<file path="config.mk">
export PLATFORM = sky130hd
export DESIGN_NAME = i2c_step_master
export DESIGN_NICKNAME = d
export VERILOG_FILES = /design/src/rtl/i2c_step_master.sv
export SDC_FILE = /design/constraint.sdc
export NUM_CORES = 1
export LEC_CHECK = 0
export ABC_CLOCK_PERIOD_IN_PS = 2600
export BUFFER_PORTS_ARGS = -buffer_cell sky130_fd_sc_hd__buf_2
export CAP_MARGIN = 30
export CELL_PAD_IN_SITES_DETAIL_PLACEMENT = 1
export CELL_PAD_IN_SITES_GLOBAL_PLACEMENT = 2
export CORE_MARGIN = 4
export CORE_UTILIZATION = 36
export DETAILED_ROUTE_END_ITERATION = 6
export HOLD_SLACK_MARGIN = 0.03
export PLACE_DENSITY = 0.91
export SLEW_MARGIN = 15
export SYNTH_ARGS = -nofsm -noshare
export SYNTH_HDL_FRONTEND = slang
export SYNTH_SLANG_ARGS = --single-unit
</file>
<file path="constraint.sdc">
create_clock -name clk -period 2.6 [get_ports clk]
set_input_delay 0.52 -clock clk [delete_from_list [all_inputs] [get_ports clk]]
set_output_delay 0.52 -clock clk [all_outputs]
set_load 0.01 [all_outputs]
</file>
<file path="src/rtl/i2c_step_master.sv">
module i2c_step_master (
  input  logic       clk,
  input  logic       rst_n,
  input  logic       tick,
  input  logic       reg_wr,
  input  logic [1:0] reg_sel,
  input  logic [7:0] wdata,
  output logic [7:0] ctrl_out,
  output logic [7:0] data_out,
  output logic [7:0] status_out,
  output logic       irq,
  output logic       scl_oe,
  input  logic       scl_in,
  output logic       sda_oe,
  input  logic       sda_in
);
  localparam logic [7:0] C_START  = 8'h08;
  localparam logic [7:0] C_RSTART = 8'h10;
  localparam logic [7:0] C_AW_ACK = 8'h18;
  localparam logic [7:0] C_AW_NAK = 8'h20;
  localparam logic [7:0] C_DW_ACK = 8'h28;
  localparam logic [7:0] C_DW_NAK = 8'h30;
  localparam logic [7:0] C_AR_ACK = 8'h40;
  localparam logic [7:0] C_AR_NAK = 8'h48;
  localparam logic [7:0] C_DR_ACK = 8'h50;
  localparam logic [7:0] C_DR_NAK = 8'h58;
  localparam logic [7:0] C_IDLE   = 8'hF8;
  localparam int B_EN = 6, B_STA = 5, B_STO = 4, B_FLG = 3, B_ACK = 2;
  localparam logic [3:0] LAST_BIT = 4'd8;

  typedef enum logic [2:0] {IDLE, HOLD, GEN_START, GEN_STOP, XFER} state_t;

  state_t     st;
  logic [1:0] ph;
  logic [3:0] bitn;
  logic       en, sta, sto, flag, ack_en;
  logic       scl_lo, sda_lo;
  logic       rep, addr_next, rd_mode, is_addr, is_rd, addr_rw, ackbit;
  logic [7:0] data_r, tx, shin, status, done_code;

  wire wr_ctl = reg_wr && reg_sel == 2'd0;
  wire wr_dat = reg_wr && reg_sel == 2'd1;
  wire wr_rst = reg_wr && reg_sel == 2'd2;
  wire adv    = tick && !(ph == 2'd1 && !scl_in);

  assign ctrl_out   = {1'b0, en, sta, sto, flag, ack_en, 2'b00};
  assign data_out   = data_r;
  assign status_out = status;
  assign irq        = flag;
  assign scl_oe     = scl_lo;
  assign sda_oe     = sda_lo;

  always_comb begin
    if (is_addr)
      done_code = addr_rw ? (ackbit ? C_AR_NAK : C_AR_ACK) : (ackbit ? C_AW_NAK : C_AW_ACK);
    else if (is_rd)
      done_code = ackbit ? C_DR_NAK : C_DR_ACK;
    else
      done_code = ackbit ? C_DW_NAK : C_DW_ACK;
  end

  always_ff @(posedge clk or negedge rst_n) begin
    if (!rst_n) begin
      st <= IDLE; ph <= 2'd0; bitn <= 4'd0;
      en <= 1'b0; sta <= 1'b0; sto <= 1'b0; flag <= 1'b0; ack_en <= 1'b0;
      scl_lo <= 1'b0; sda_lo <= 1'b0;
      rep <= 1'b0; addr_next <= 1'b0; rd_mode <= 1'b0;
      is_addr <= 1'b0; is_rd <= 1'b0; addr_rw <= 1'b0; ackbit <= 1'b1;
      data_r <= 8'h00; tx <= 8'h00; shin <= 8'h00; status <= C_IDLE;
    end else if (wr_rst) begin
      st <= IDLE; ph <= 2'd0; bitn <= 4'd0;
      sta <= 1'b0; sto <= 1'b0; flag <= 1'b0;
      scl_lo <= 1'b0; sda_lo <= 1'b0;
      addr_next <= 1'b0; rd_mode <= 1'b0; status <= C_IDLE;
    end else begin
      if (wr_ctl) begin
        en <= wdata[B_EN]; sta <= wdata[B_STA]; sto <= wdata[B_STO]; ack_en <= wdata[B_ACK];
        if (wdata[B_FLG]) flag <= 1'b0;
      end
      if (wr_dat) data_r <= wdata;

      if (!en && st != IDLE) begin
        st <= IDLE; scl_lo <= 1'b0; sda_lo <= 1'b0; flag <= 1'b0;
        addr_next <= 1'b0; rd_mode <= 1'b0; status <= C_IDLE;
      end else begin
        case (st)
          IDLE: begin
            scl_lo <= 1'b0; sda_lo <= 1'b0;
            if (en && sta) begin st <= GEN_START; ph <= 2'd0; rep <= 1'b0; end
          end
          HOLD: if (!flag) begin
            ph <= 2'd0;
            if (sto) begin
              st <= GEN_STOP; sda_lo <= 1'b1;
            end else if (sta) begin
              st <= GEN_START; rep <= 1'b1; sda_lo <= 1'b0;
            end else begin
              st <= XFER; bitn <= 4'd0; tx <= data_r;
              is_addr <= addr_next; addr_rw <= data_r[0];
              is_rd <= rd_mode && !addr_next;
              sda_lo <= (rd_mode && !addr_next) ? 1'b0 : ~data_r[7];
            end
          end
          GEN_START: if (adv) begin
            ph <= ph + 2'd1;
            case (ph)
              2'd0: scl_lo <= 1'b0;
              2'd1: sda_lo <= 1'b1;
              2'd2: scl_lo <= 1'b1;
              default: begin
                st <= HOLD; flag <= 1'b1; sta <= 1'b0;
                status <= rep ? C_RSTART : C_START;
                addr_next <= 1'b1; rd_mode <= 1'b0;
              end
            endcase
          end
          GEN_STOP: if (adv) begin
            ph <= ph + 2'd1;
            case (ph)
              2'd0: scl_lo <= 1'b0;
              2'd1: ;
              2'd2: sda_lo <= 1'b0;
              default: begin
                st <= IDLE; sto <= 1'b0; status <= C_IDLE;
                addr_next <= 1'b0; rd_mode <= 1'b0;
              end
            endcase
          end
          XFER: if (adv) begin
            ph <= ph + 2'd1;
            case (ph)
              2'd0: scl_lo <= 1'b0;
              2'd1: begin
                if (bitn == LAST_BIT) ackbit <= sda_in;
                else shin <= {shin[6:0], sda_in};
              end
              2'd2: scl_lo <= 1'b1;
              default: begin
                if (bitn == LAST_BIT) begin
                  st <= HOLD; flag <= 1'b1; status <= done_code; addr_next <= 1'b0;
                  if (is_addr) rd_mode <= addr_rw && !ackbit;
                  if (is_rd) data_r <= shin;
                end else begin
                  bitn <= bitn + 4'd1;
                  tx <= {tx[6:0], 1'b0};
                  if (bitn == LAST_BIT - 4'd1) sda_lo <= is_rd ? ack_en : 1'b0;
                  else sda_lo <= is_rd ? 1'b0 : ~tx[6];
                end
              end
            endcase
          end
          default: st <= IDLE;
        endcase
      end
    end
  end
endmodule

</file>
==> results of run 1 <==
[through the flow]
step | worst slack, ps | power, mW
2_1_floorplan | 674.8 | 2.152
3_3_place_gp | 441.3 | 2.535
3_5_place_dp | 426.7 | 2.581
4_1_cts | 405.1 | 3.105
5_1_grt | 243.6 | 3.326
6_report | 383.1 | 3.088
[cell usage after synthesis (2+ instances only)]
library cell,count,area [sq um]
a211o_1,2,17.52
a21o_1,2,15.01
a21oi_1,31,155.2
a221oi_1,8,70.07
a22o_1,2,17.52
a31oi_1,10,62.56
a32o_1,2,20.02
and2_1,2,12.51
and3_1,2,12.51
and3b_1,2,17.52
buf_2,7,35.03
buf_4,11,82.58
clkbuf_1,10,37.54
dfrtp_1,45,1126
dfstp_2,6,157.7
ha_1,10,125.1
inv_1,19,71.32
mux2_2,18,202.7
mux2i_1,4,40.04
nand2_1,22,82.58
nand2b_1,6,37.54
nand3_1,7,35.03
nand3b_1,4,30.03
nand4_1,5,31.28
nor2_1,33,123.9
nor3_1,9,45.04
nor3b_1,4,30.03
o211ai_1,3,22.52
o21ai_0,13,65.06
or3_1,2,12.51
or3b_1,2,17.52
[per-layer routing]
metal | track usage [%] | vias up | wire [microns] | share of wire (%)
li1 | - | 1262 | - | -
met2 | 29.07 | 57 | 4174 | 47
met1 | 26.49 | 1342 | 4198 | 48
met5 | 0 | - | 0 | 0
met4 | 3.579 | 0 | 71 | 0.81
met3 | 2.342 | 6 | 364 | 4.1
[worst paths after layout]
check	from	end	slack, ps	cells after the start
max	bitn[0]	addr_next	380	7
min	rst_n	ph[1]	110	1
max reg2reg	bitn[0]	addr_next	380	7
min reg2reg	rep	rep	510	1
max in group asynchronous	rst_n	status_out[6]	1840	2
min in group clk	wdata[6]	en	430	3
[cells by family (layout without fill, tap and decap cells)]
group | after synthesis | after routing
other | 1 | 6
buffers and inverters | 47 | 77
flip-flops | 51 | 51
multiplexers | 22 | 22
AO/OA/AOI/OAI | 92 | 92
AND/OR/NAND/NOR | 112 | 112
adder cells (fa/ha/maj) | 10 | 10
[cell usage in the layout, fill, tap and decap left out, types with 5 or more instances in the layout]
cell and n:
o21ai_0 13, inv_1 19, nand2b_1 6, mux2_2 18, ha_1 10, a21oi_1 31
dfrtp_1 45, nor2_1 33, nor3_1 9, conb_1 6, nand3_1 7, buf_2 36
dfstp_2 6, nand4_1 5, a31oi_1 10, a221oi_1 8, buf_4 14, nand2_1 22
clkbuf_8 5
[cell type report]
class                           instances  area, sq um  area share (%)
Clock buffer                            5        68.82           1.962
Multi-Input combinational cell        242         1638           46.70
Timing Repair Buffer                   50        285.3           8.134
Tap cell                              105        131.4           3.746
Inverter                               19        71.32           2.034
Sequential cell                        51         1284           36.60
Clock inverter                          3        28.78          0.8206
[state kept, by name, summed over array words and instances, names as in the netlist, 2 cells and up]
signal	flops
bitn	4
data_out	8
ph	2
shin	8
st	3
status_out	5
tx	7
[critical path: stages (launching register included)]
cell and delay, ps:
dfrtp_1 430, inv_1 90, ha_1 140, nand3b_1 230, o31ai_1 270, nand2_1 150
o31ai_4 400, mux2_2 390
[where the power goes]
part | switching [mW] | leakage (nW) | internal, mW
clock network | 0.314 | 0.0502 | 0.201
logic | 0.813 | 0.888 | 0.590
registers | 0.176 | 0.623 | 0.995
==> metrics.yaml, run 1 <==
synthesis:
  yosysWarnings: 0
  yosys-mux-area-fraction_pct: 7.757
  synth_seq_area_share_pct: 41.02
  synth.distinct_cells: 63
  synthesis.instances: 335
  post_synth.cell_area_avg_sq_um: 9.341
  synth_compound_area_share_pct: 20.27
  ys.flop_type: "dfrtp_1"
  synth_area_sq_um: 3129
  synthArstFlopShare_pct: 100.0
  synthAdderAreaFrac_pct: 3.998
  synth_edf_count: 0
  synth-simple-area-share_pct: 19.59
  synth_xor_area_share_pct: 0
  ys_seq_elements: 51
  synth_top_family_by_area: "compound AO/OA/AOI/OAI gates"
sta:
  period_minus_slack_ps: 2217
  worst_pin_slew_ps: 613.4
  hold_violations: 0
  relSlewSlack_pct: 59.11
  hold_slack_ps: 110.2
  drv_slew: 0
  fin_skew_ps: 9.200
  rsz0062_at_grt: "no"
  setup_viol: 0
  period_share_pct: 85.27
  fmaxAchievable_mhz: 451.1
  setup_tns_ps: 0
clock_network:
  post_cts_resized: 0
  htreeDepth: 2
  cts.clk_slew.worst_paths_ps: 110
  clock-sinks: 51
  clk_latency_ps: 320
  numCtsBuffers: 5
  postCtsHoldBufs: 0
  cts_tree: "done"
  cts_root_buffer: "clkbuf_8"
  cts.path.max_buffers: 2
  postCtsSetupRepairBufs: 0
floorplanning:
  die_h_microns: 101.2
  num_io_pins: 43
  core_sq_um: 8341
  die-area_sq_um: 10250
  start_util_pct: 37.52
  core.rowCount: 33
  die_x_microns: 101.2
grt:
  grt_pass1_wl_microns: 14810
  grt_max_degree: 20
  grt_pass1_vias: 2766
  groute.usage.overall_pct: 18.17
  grt_overflow: 0
  antenna_found_initial: 0
routing:
  routed_wl_microns: 8809
  drc: 0
  firstDrtPassIters: 4
  drtAntennaViolNets: 0
  via_count: 2667
  vias_per_cell: 5.615
  first_iter_violations: 165
  wl_per_cell_microns: 18.55
cells_and_area:
  finalCoreUtilization_pct: 42.05
  fin_cells: 475
  final_area_sq_um: 3507
  fin_nets: 395
  n_fill_cell: 994
  diodes: 0
  syn_to_final_growth_pct: 12.08
  layout-drive-gt1-share_pct: 26.22
pwr:
  ir_drop_mv: 0.3402
  power_leakage_nw: 1.562
  cellPowerDensity_nw_per_um2: 880.5
placement:
  io_buffers: 36
  placed_area_sq_um: 3410
  routabilityCongestion: 0.8871
  post-dp-hpwl_microns: 6726
  place_inst: 467
setup_path:
  endpoint_kind: "flip-flop"
  crit_fanout: 6
  cp.arrival_ps: 2420
  cp-start-kind: "flip-flop"
  crit_type: "reg2reg"
  crit_required_ps: 2810
run:
  cap_viol_max_count: 0
worst_hold_path:
  hold_class: "in2async"
status:
  status: "complete, no violations"
(Power assumes the default switching activity.)
==> run 2, diff against run 1 <==
--- a/config.mk
+++ b/config.mk
@@ -6,10 +6,11 @@
 export NUM_CORES = 1
 export LEC_CHECK = 0
 export ABC_CLOCK_PERIOD_IN_PS = 2600
-export BUFFER_PORTS_ARGS = -buffer_cell sky130_fd_sc_hd__buf_2
+export BUFFER_PORTS_ARGS = -buffer_cell sky130_fd_sc_hd__clkbuf_2
 export CAP_MARGIN = 30
 export CELL_PAD_IN_SITES_DETAIL_PLACEMENT = 1
 export CELL_PAD_IN_SITES_GLOBAL_PLACEMENT = 2
+export CORE_ASPECT_RATIO = 0.75
 export CORE_MARGIN = 4
 export CORE_UTILIZATION = 36
 export DETAILED_ROUTE_END_ITERATION = 6
==> run 2 against run 1 <==
Effect of this change:
- clock power is 46% higher
- wire length is 3.9% higher
- sequential cell count stayed put
- non-clock buffer count is 1 higher
- critical endpoint is now bitn[3]
- largest power group unchanged
- highest routed layer unchanged
==> metrics.yaml, run 2 (synthesis gave the netlist of run 1 again) <==
placement:
  routabilityCongestion: 0.9487  # +6.9%
  io_buffers: 36  # unchanged
  place_inst: 471  # +0.86%
  post-place-ws_ps: 377.9  # -48.83 ps
  placed_area_sq_um: 3421  # +0.33%
  post-dp-hpwl_microns: 7136  # +6.1%
pwr:
  total_power_mw: 3.350  # +8.5%
  ir_drop_mv: 0.3294  # -3.2%
  power_leakage_nw: 1.607  # +2.9%
  cellPowerDensity_nw_per_um2: 933.3  # +6.0%
setup_path:
  r2r_slack_ps: 360  # -20 ps
  crit_type: "reg2reg"
  crit_required_ps: 2780  # -30 ps
  cp-start-kind: "flip-flop"
  crit_fanout: 12  # +6
  endpoint_kind: "flip-flop"
  cp.arrival_ps: 2420  # about the same
sta:
  hold_slack_ps: 67.26  # -42.90 ps
  drv_slew: 0  # unchanged
  layout_setup_ws_ps: 361.0  # -22.11 ps
  setup_tns_ps: 0  # unchanged
  worst_pin_slew_ps: 568.6  # -44.79 ps
  period_minus_slack_ps: 2239  # +22.11 ps
  fmaxAchievable_mhz: 446.6  # -0.99%
  hold_violations: 0  # unchanged
  period_share_pct: 86.12  # +0.85 points
  relSlewSlack_pct: 62.01  # +2.9 points
  rsz0062_at_grt: "no"
  fin_skew_ps: 3.684  # -5.516 ps
  setup_viol: 0  # unchanged
floorplanning:
  die_x_microns: 115.7  # +14%
  die_h_microns: 88.74  # -12%
  core_sq_um: 8454  # +1.4%
  start_util_pct: 37.01  # -0.51 points
  die-area_sq_um: 10260  # +0.15%
  num_io_pins: 43  # unchanged
  core.rowCount: 29  # -12%
routing:
  first_iter_violations: 137  # -17%
  wl_met2_microns: 4037  # -3.3%
  drc: 0  # unchanged
  drtAntennaViolNets: 0  # unchanged
  wl_met3_microns: 490  # +35%
  firstDrtPassIters: 4  # unchanged
  via_count: 2688  # +0.79%
  vias_per_cell: 5.612  # about the same
  met1_length_microns: 4584  # +9.2%
  routed_wl_microns: 9152  # +3.9%
  wl_per_cell_microns: 19.11  # +3.0%
  maxUsedRoutingLayer: "met4"
cells_and_area:
  syn_to_final_growth_pct: 14.71
  fin_nets: 396  # +0.25%
  finalCoreUtilization_pct: 42.46  # +0.41 points
  final-seq-area_sq_um: 1284  # unchanged
  diodes: 0  # unchanged
  n_fill_cell: 976  # -1.8%
  layout_common_cells: "dfrtp_1 (45), clkbuf_2 (36), nor2_1 (33), a21oi_1 (31), nand2_1 (22)"
  mostFrequentLayoutCell: "dfrtp_1"
  multi_input_area_sq_um: 1638  # unchanged
  layout-drive-gt1-share_pct: 26.42  # +0.20 points
  fin_cells: 479  # +0.84%
  final_area_sq_um: 3590  # +2.4%
clock_network:
  numCtsBuffers: 5  # unchanged
  cts_root_buffer: "clkbuf_16"
  clk_latency_ps: 290  # -30 ps
  cts.clk_slew.worst_paths_ps: 70  # -40 ps
  htreeDepth: 2  # unchanged
  postCtsSetupRepairBufs: 0  # unchanged
  post_cts_resized: 0  # unchanged
  cts.path.max_buffers: 2  # unchanged
  postCtsHoldBufs: 0  # unchanged
  clock-sinks: 51  # unchanged
  cts_tree: "done"
grt:
  grt_max_degree: 25  # +25%
  groute.usage.overall_pct: 18.78  # +0.61 points
  grt_pass1_wl_microns: 14970  # +1.1%
  grt_pass1_vias: 2645  # -4.4%
  antenna_found_initial: 0  # unchanged
  grt_overflow: 0  # unchanged
run:
  cap_viol_max_count: 0  # unchanged
status:
  status: "complete, no violations"
worst_hold_path:
  hold_class: "in2async"
-- run 2: worst paths after layout --
check,startpoint,to,cells after the start
worst max register to register,bitn[0],bitn[3],8
worst max-delay path,bitn[0],bitn[3],8
worst min-delay path,rst_n,tx[2],1
worst min register to register,rep,rep,1
min in group clk,sda_in,shin[0],2
max in group asynchronous,rst_n,ackbit,2
-- run 2: area by class of cell --
cell class	instances	area share [%]
multi-input combinational	242	45.63
sequential	51	35.76
timing repair buffer	51	8.156
tap	108	3.764
clock buffer	5	3.486
inverter	19	1.987
clock inverter	3	1.220
-- run 2: critical path, cell delays in order (launching register included) --
cell and delay, ps:
dfrtp_1 400, inv_1 90, ha_1 190, nand3b_1 260, nand2_1 260, o22ai_2 330, buf_4 250, a31oi_1 110
a31o_2 230
-- run 2: where the power goes --
group | leakage, nW | internal [mW] | switching [mW] | total (mW)
sequential | 0.623 | 0.997 | 0.180 | 1.18
combinational | 0.900 | 0.595 | 0.825 | 1.42
clock | 0.0838 | 0.454 | 0.299 | 0.753
total | 1.61 | 2.05 | 1.30 | 3.35
-- run 2: metal layers --
metal | GRT usage, % | vias to the layer above
li1 | - | 1271
met1 | 30.05 | 1344
met2 | 27.15 | 68
met3 | 2.871 | 5
met4 | 2.634 | 0
met5 | 0 | -
